`src/rtl/uart_dma_pkg.sv`:
```
package uart_dma_pkg;
  typedef enum logic {
    XFER_SINGLE = 1'b0,
    XFER_BLOCK  = 1'b1
  } xfer_mode_e;
endpackage

```
`src/rtl/uart_dma_trig_dec.sv`:
```
module uart_dma_trig_dec #(
  parameter int DEPTH = 16,
  parameter int CNT_W = $clog2(DEPTH + 1)
) (
  input  logic [1:0]       sel,
  output logic [CNT_W-1:0] trig_lvl
);
  localparam logic [CNT_W-1:0] LVL_MIN  = CNT_W'(1);
  localparam logic [CNT_W-1:0] LVL_QTR  = CNT_W'(DEPTH / 4);
  localparam logic [CNT_W-1:0] LVL_HALF = CNT_W'(DEPTH / 2);
  localparam logic [CNT_W-1:0] LVL_HIGH = CNT_W'(DEPTH - 2);

  always_comb begin
    unique case (sel)
      2'd0:    trig_lvl = LVL_MIN;
      2'd1:    trig_lvl = LVL_QTR;
      2'd2:    trig_lvl = LVL_HALF;
      default: trig_lvl = LVL_HIGH;
    endcase
  end
endmodule

```
`src/rtl/uart_dma_tx_ready.sv`:
```
module uart_dma_tx_ready
  import uart_dma_pkg::*;
#(
  parameter int DEPTH  = 16,
  parameter int CNT_W  = $clog2(DEPTH + 1),
  parameter int TX_THR = 8
) (
  input  logic             clk,
  input  logic             rst,
  input  xfer_mode_e       mode,
  input  logic             fifo_en,
  input  logic             enh_en,
  input  logic             thr_empty,
  input  logic [CNT_W-1:0] tx_level,
  output logic             tx_rdy_n,
  output logic             tx_stat,
  output logic             tx_irq
);
  localparam logic [CNT_W-1:0] FULL_LVL = CNT_W'(DEPTH);
  localparam logic [CNT_W-1:0] THR_LVL  = CNT_W'(TX_THR);

  logic rdy_nx, irq_cond;

  always_comb begin
    if (mode == XFER_BLOCK) begin
      rdy_nx   = (tx_level < FULL_LVL);
      irq_cond = (tx_level < THR_LVL);
    end else begin
      rdy_nx   = fifo_en ? (tx_level == '0) : thr_empty;
      irq_cond = rdy_nx;
    end
  end

  always_ff @(posedge clk) begin
    if (rst) begin
      tx_rdy_n <= 1'b1;
      tx_stat  <= 1'b0;
      tx_irq   <= 1'b0;
    end else begin
      tx_rdy_n <= ~rdy_nx;
      tx_stat  <= rdy_nx;
      tx_irq   <= enh_en & irq_cond;
    end
  end

  a_r4_full_blocks_tx: assert property (@(posedge clk) disable iff (rst)
    (mode == XFER_BLOCK && tx_level == FULL_LVL) |=> tx_rdy_n);
  a_r4_space_readies_tx: assert property (@(posedge clk) disable iff (rst)
    (mode == XFER_BLOCK && tx_level < FULL_LVL) |=> !tx_rdy_n);
  a_r9_tx_irq_gated: assert property (@(posedge clk) disable iff (rst)
    !enh_en |=> !tx_irq);
endmodule

```
`src/rtl/uart_dma_rx_ready.sv`:
```
module uart_dma_rx_ready
  import uart_dma_pkg::*;
#(
  parameter int DEPTH = 16,
  parameter int CNT_W = $clog2(DEPTH + 1)
) (
  input  logic             clk,
  input  logic             rst,
  input  xfer_mode_e       mode,
  input  logic             fifo_en,
  input  logic             enh_en,
  input  logic             rhr_full,
  input  logic [CNT_W-1:0] rx_level,
  input  logic [CNT_W-1:0] trig_lvl,
  output logic             rx_rdy_n,
  output logic             rx_stat,
  output logic             rx_irq
);
  logic hold_q, hold_nx, rdy_nx;

  // Block behaviour: set at trigger, release only at empty.
  always_comb begin
    if (mode != XFER_BLOCK)       hold_nx = 1'b0;
    else if (rx_level == '0)      hold_nx = 1'b0;
    else if (rx_level >= trig_lvl) hold_nx = 1'b1;
    else                          hold_nx = hold_q;
  end

  always_comb begin
    if (mode == XFER_BLOCK) rdy_nx = hold_nx;
    else                    rdy_nx = fifo_en ? (rx_level != '0) : rhr_full;
  end

  always_ff @(posedge clk) begin
    if (rst) begin
      hold_q   <= 1'b0;
      rx_rdy_n <= 1'b1;
      rx_stat  <= 1'b0;
      rx_irq   <= 1'b0;
    end else begin
      hold_q   <= hold_nx;
      rx_rdy_n <= ~rdy_nx;
      rx_stat  <= rdy_nx;
      rx_irq   <= enh_en & rdy_nx;
    end
  end

  a_r5_trigger_sets_rx: assert property (@(posedge clk) disable iff (rst)
    (mode == XFER_BLOCK && rx_level >= trig_lvl && rx_level != '0) |=> !rx_rdy_n);
  a_r6_empty_clears_rx: assert property (@(posedge clk) disable iff (rst)
    (mode == XFER_BLOCK && rx_level == '0) |=> rx_rdy_n);
  a_r6_hold_until_empty: assert property (@(posedge clk) disable iff (rst)
    (mode == XFER_BLOCK && $past(mode) == XFER_BLOCK && !rx_rdy_n && rx_level != '0)
      |=> !rx_rdy_n);
  a_r9_rx_irq_gated: assert property (@(posedge clk) disable iff (rst)
    !enh_en |=> !rx_irq);
endmodule

```
`src/rtl/uart_dma_ready.sv`:
```
module uart_dma_ready
  import uart_dma_pkg::*;
#(
  parameter int DEPTH  = 16,
  parameter int TX_THR = 8,
  parameter int CNT_W  = $clog2(DEPTH + 1)
) (
  input  logic             clk,
  input  logic             rst,
  input  logic             fifo_en,
  input  logic             dma_mode,
  input  logic             enh_en,
  input  logic [1:0]       rx_trig_sel,
  input  logic             thr_empty,
  input  logic             rhr_full,
  input  logic [CNT_W-1:0] tx_level,
  input  logic [CNT_W-1:0] rx_level,
  output logic             tx_rdy_n,
  output logic             rx_rdy_n,
  output logic [1:0]       rdy_stat,
  output logic             tx_irq,
  output logic             rx_irq
);
  xfer_mode_e       mode;
  logic [CNT_W-1:0] trig_lvl;
  logic             tx_stat, rx_stat;

  // FIFOs off forces single-transfer behaviour.
  assign mode = (fifo_en && dma_mode) ? XFER_BLOCK : XFER_SINGLE;

  uart_dma_trig_dec #(.DEPTH(DEPTH), .CNT_W(CNT_W)) u_trig (
    .sel      (rx_trig_sel),
    .trig_lvl (trig_lvl)
  );

  uart_dma_tx_ready #(.DEPTH(DEPTH), .CNT_W(CNT_W), .TX_THR(TX_THR)) u_tx (
    .clk       (clk),
    .rst       (rst),
    .mode      (mode),
    .fifo_en   (fifo_en),
    .enh_en    (enh_en),
    .thr_empty (thr_empty),
    .tx_level  (tx_level),
    .tx_rdy_n  (tx_rdy_n),
    .tx_stat   (tx_stat),
    .tx_irq    (tx_irq)
  );

  uart_dma_rx_ready #(.DEPTH(DEPTH), .CNT_W(CNT_W)) u_rx (
    .clk      (clk),
    .rst      (rst),
    .mode     (mode),
    .fifo_en  (fifo_en),
    .enh_en   (enh_en),
    .rhr_full (rhr_full),
    .rx_level (rx_level),
    .trig_lvl (trig_lvl),
    .rx_rdy_n (rx_rdy_n),
    .rx_stat  (rx_stat),
    .rx_irq   (rx_irq)
  );

  assign rdy_stat = {rx_stat, tx_stat};

  a_r7_fifo_off_single_tx: assert property (@(posedge clk) disable iff (rst)
    (!fifo_en && thr_empty) |=> !tx_rdy_n);
  a_r7_fifo_off_single_rx: assert property (@(posedge clk) disable iff (rst)
    (!fifo_en && !rhr_full) |=> rx_rdy_n);
  a_r1_reset_idle: assert property (@(posedge clk)
    rst |=> (tx_rdy_n && rx_rdy_n && !tx_irq && !rx_irq));
endmodule

```
`config.mk`:
```
export PLATFORM = sky130hd
export DESIGN_NAME = uart_dma_ready
export DESIGN_NICKNAME = d
export VERILOG_FILES = /design/src/rtl/uart_dma_pkg.sv /design/src/rtl/uart_dma_trig_dec.sv /design/src/rtl/uart_dma_tx_ready.sv /design/src/rtl/uart_dma_rx_ready.sv /design/src/rtl/uart_dma_ready.sv
export SDC_FILE = /design/constraint.sdc
export NUM_CORES = 1
export LEC_CHECK = 0
export BUFFER_PORTS_ARGS = -buffer_cell sky130_fd_sc_hd__buf_2
export CAP_MARGIN = 30
export CORE_AREA = 2 2 39 41
export DETAILED_ROUTE_END_ITERATION = 12
export DIE_AREA = 0 0 41 43
export GPL_ROUTABILITY_DRIVEN = 0
export HOLD_SLACK_MARGIN = 0.06
export PLACE_DENSITY_LB_ADDON = 0.15
export SKIP_LAST_GASP = 1
export SYNTH_ARGS = -nofsm -noshare
export SYNTH_HDL_FRONTEND = slang
export SYNTH_SLANG_ARGS = --single-unit
```
`constraint.sdc`:
```
create_clock -name clk -period 1.5 [get_ports clk]
set_input_delay 0 -clock clk [delete_from_list [all_inputs] [get_ports clk]]
set_output_delay 0 -clock clk [all_outputs]
set_load 0.02 [all_outputs]
```
==> flow_metrics.env <==
export IMPL_outcome="complete, no violations"
export IMPL_pre_cts_slack_ns=0.168
export IMPL_synthXorXnorAreaFrac_pct=0
export IMPL_max_slew_margin_pct=75.4
export IMPL_coreArea_um2=1380
export IMPL_worstSkewPairLatency_ns=0.24
export IMPL_setup_viol_count_final=0
export IMPL_clock_sinks=7
export IMPL_ys_types=22
export IMPL_holdCritPathClass="primary input to flip-flop"
export IMPL_crit_type="primary input to flip-flop"
export IMPL_grt_pass1_wl_mm=1.26
export IMPL_area_delta_synth_final_pct=46.3
export IMPL_hold_depth=3
export IMPL_post_route_util_pct=41.4
export IMPL_fmax_mhz=864
export IMPL_rr_worst_depth=3
export IMPL_syn_area_um2=392
export IMPL_antenna_cells=0
export IMPL_p_int_mw=0.352
export IMPL_num_rows=14
export IMPL_cts_tree="built"
export IMPL_layout_setup_ws_ns=0.343
export IMPL_tightestPinTransition_ns=0.365
export IMPL_synth_area_mux_share_pct=0
export IMPL_leakagePower_nw=0.299
export IMPL_routed_via_density=4.41
export IMPL_ys_warn_count=0
export IMPL_grt_usage_pct=10.6
export IMPL_synth_compound_area_share_pct=18.5
export IMPL_dieHeight_um=43
export IMPL_pwr_share_comb_pct=22.6
export IMPL_start_util_pct=28.3
export IMPL_postCtsSetupBuffers=0
export IMPL_io_buffers=24
export IMPL_io_pins=25
export IMPL_fp_dieW_um=41
export IMPL_route_detailed_drc=0
export IMPL_cp_end_kind="flip-flop"
export IMPL_synth_cells=45
export IMPL_finalHoldViolCount=0
export IMPL_hold_ws_ns=0.0943
export IMPL_ys_ff_latch=7
export IMPL_path_max_fanout=4
export IMPL_min_period_ns=1.16
export IMPL_antenna_found_initial=0
export IMPL_grt_max_degree=6
export IMPL_clkTransAtPathRegs_ns=0.05
export IMPL_htreeDepth=1
export IMPL_avgSynthCellArea_um2=8.70
export IMPL_post_dp_cell_area_um2=517
export IMPL_wl_per_cell_um=8.77
export IMPL_fin_crit_sh_pct=77.1
export IMPL_p_per_area_nw_per_um2=820
export IMPL_nets=98
export IMPL_p_clk_share_pct=34.6
export IMPL_max_vdd_ir_drop_mv=0.225
export IMPL_cts_resized_gates=0
export IMPL_skew_ns=0.000124
export IMPL_drtPass1Iterations=2
export IMPL_synth_simple_area_share_pct=23.3
export IMPL_cp_arrival_ns=1.29
export IMPL_setup_tns_final_ns=0
export IMPL_switchingPower_mw=0.118
export IMPL_critPathLaunchType="primary input"
export IMPL_die_area_um2=1760
export IMPL_required_ns=1.64
export IMPL_grt_overflow=0
export IMPL_synth_fa_ha_area_share_pct=12.8
export IMPL_grt_pass1_vias=340
export IMPL_drive_above_1_share_pct=43.2
export IMPL_design_area_um2=573
export IMPL_drt_iter0_drc=4
export IMPL_root_buffer="clkbuf_4"
export IMPL_seq_area_frac_synth_pct=35.8
export IMPL_rsz0062_at_grt="false"
export IMPL_cts_buffer_depth=2
export IMPL_swShare_pct=25.2
export IMPL_drv_cap=0
export IMPL_wirelength_um=789
export IMPL_synth_nets=68
export IMPL_nFillCells=159
export IMPL_ant_nets=0
export IMPL_num_vias=397
export IMPL_drv_slew=0
export IMPL_synth_top_family_by_area="simple AND/OR/NAND/NOR gates"
export IMPL_cts_buffers=3
export IMPL_seqPwrFrac_pct=42.8
[cell type report]
cell class                      count  area, um2  area share, %
Sequential cell                     7        140           24.5
Clock buffer                        4       26.3           4.59
Timing Repair Buffer               27        150           26.2
Multi-Input combinational cell     30        214           37.3
Inverter                            6       22.5           3.93
Tap cell                           16       20.0           3.49
[path summary, 6_finish.rpt]
path                           from                  endpoint  slack, ns
min reg2reg  u_rx.hold_q$_SDFF_PP0_  u_rx.rx_rdy_n$_SDFF_PP1_       0.64
max                             rst    u_rx.rx_irq$_SDFF_PP0_       0.34
min                     tx_level[3]    u_tx.tx_irq$_SDFF_PP0_       0.09
max reg2reg  u_rx.hold_q$_SDFF_PP0_   u_rx.rx_stat$_SDFF_PP0_       0.56
[stage by stage]
stage,power [mW],instances
2_1_floorplan,0.264,45
3_3_place_gp,0.306,83
3_5_place_dp,0.306,83
4_1_cts,0.481,90
5_1_grt,0.502,90
6_report,0.470,90
[per-layer routing]
layer	share of wire [%]	global-route usage (%)	wire, um	vias to the layer above
met2	53	14.4	417	11
met3	6.2	3.14	49	0
met1	41	13.4	322	167
met5	0	0	0	-
met4	0	8.00	0	0
li1	-	-	-	219
[sequential cells by signal, summed over array words and instances (netlist names)]
| name | cells |
|---|---|
| u_rx.hold_q | 1 |
| u_rx.rx_irq | 1 |
| u_rx.rx_rdy_n | 1 |
| u_rx.rx_stat | 1 |
| u_tx.tx_irq | 1 |
| u_tx.tx_rdy_n | 1 |
| u_tx.tx_stat | 1 |
[power groups by stage]
| stage | sequential [mW] | clock [mW] | combinational [mW] |
|---|---|---|---|
| after global routing | 0.202 | 0.180 | 0.121 |
| after detailed placement | 0.205 | 0 | 0.101 |
| after CTS | 0.201 | 0.172 | 0.108 |
| after floorplan | 0.214 | 0 | 0.0493 |
| after global placement | 0.205 | 0 | 0.101 |
| final | 0.201 | 0.162 | 0.106 |
[placed cells by master (no fill, tap or decap), types with 2 or more instances in the layout]
cell	n
ha_1	4
and3_2	2
dlygate4sd3_1	3
a31oi_1	2
dfxtp_1	7
clkbuf_4	3
nand2_1	2
nor2_1	3
o21ai_0	2
inv_1	6
buf_2	24
nor3_1	3
[critical path: stages]
cell and delay, ns:
dlygate4sd3_1 0.52, buf_2 0.14, inv_1 0.06, and3_1 0.21
and3_2 0.20, a22o_1 0.17
[cells in the mapped netlist]
cell | number | share of area (%)
a31oi_1 | 2 | 3.2
dfxtp_1 | 7 | 36
nor2_1 | 3 | 2.9
o21a_1 | 1 | 1.9
o22ai_1 | 1 | 1.6
ha_1 | 4 | 13
o21ai_0 | 2 | 2.6
nor4_2 | 1 | 3.2
nand2_1 | 2 | 1.9
and3_1 | 1 | 1.6
nand2b_1 | 1 | 1.6
nor4_1 | 1 | 1.6
inv_1 | 6 | 5.8
a32o_2 | 1 | 2.9
buf_4 | 2 | 3.8
a22o_1 | 1 | 2.2
and3_2 | 2 | 3.8
a31o_2 | 1 | 2.2
nand3_1 | 1 | 1.3
nor2b_1 | 1 | 1.6
a211oi_1 | 1 | 1.9
nor3_1 | 3 | 3.8
[what timing repair did]
action | CTS | global route
endpoints found under the hold margin | 4 | 2
hold buffers | 3 | 1
endpoints found under the setup margin | 0 | 1
[logic make-up after synthesis]
logic type / after synthesis
simple gates: 16
compound gates: 10
buf+inv: 8
flops: 7
fa+ha+maj: 4
Note: power is estimated with default switching activity, not from simulation.
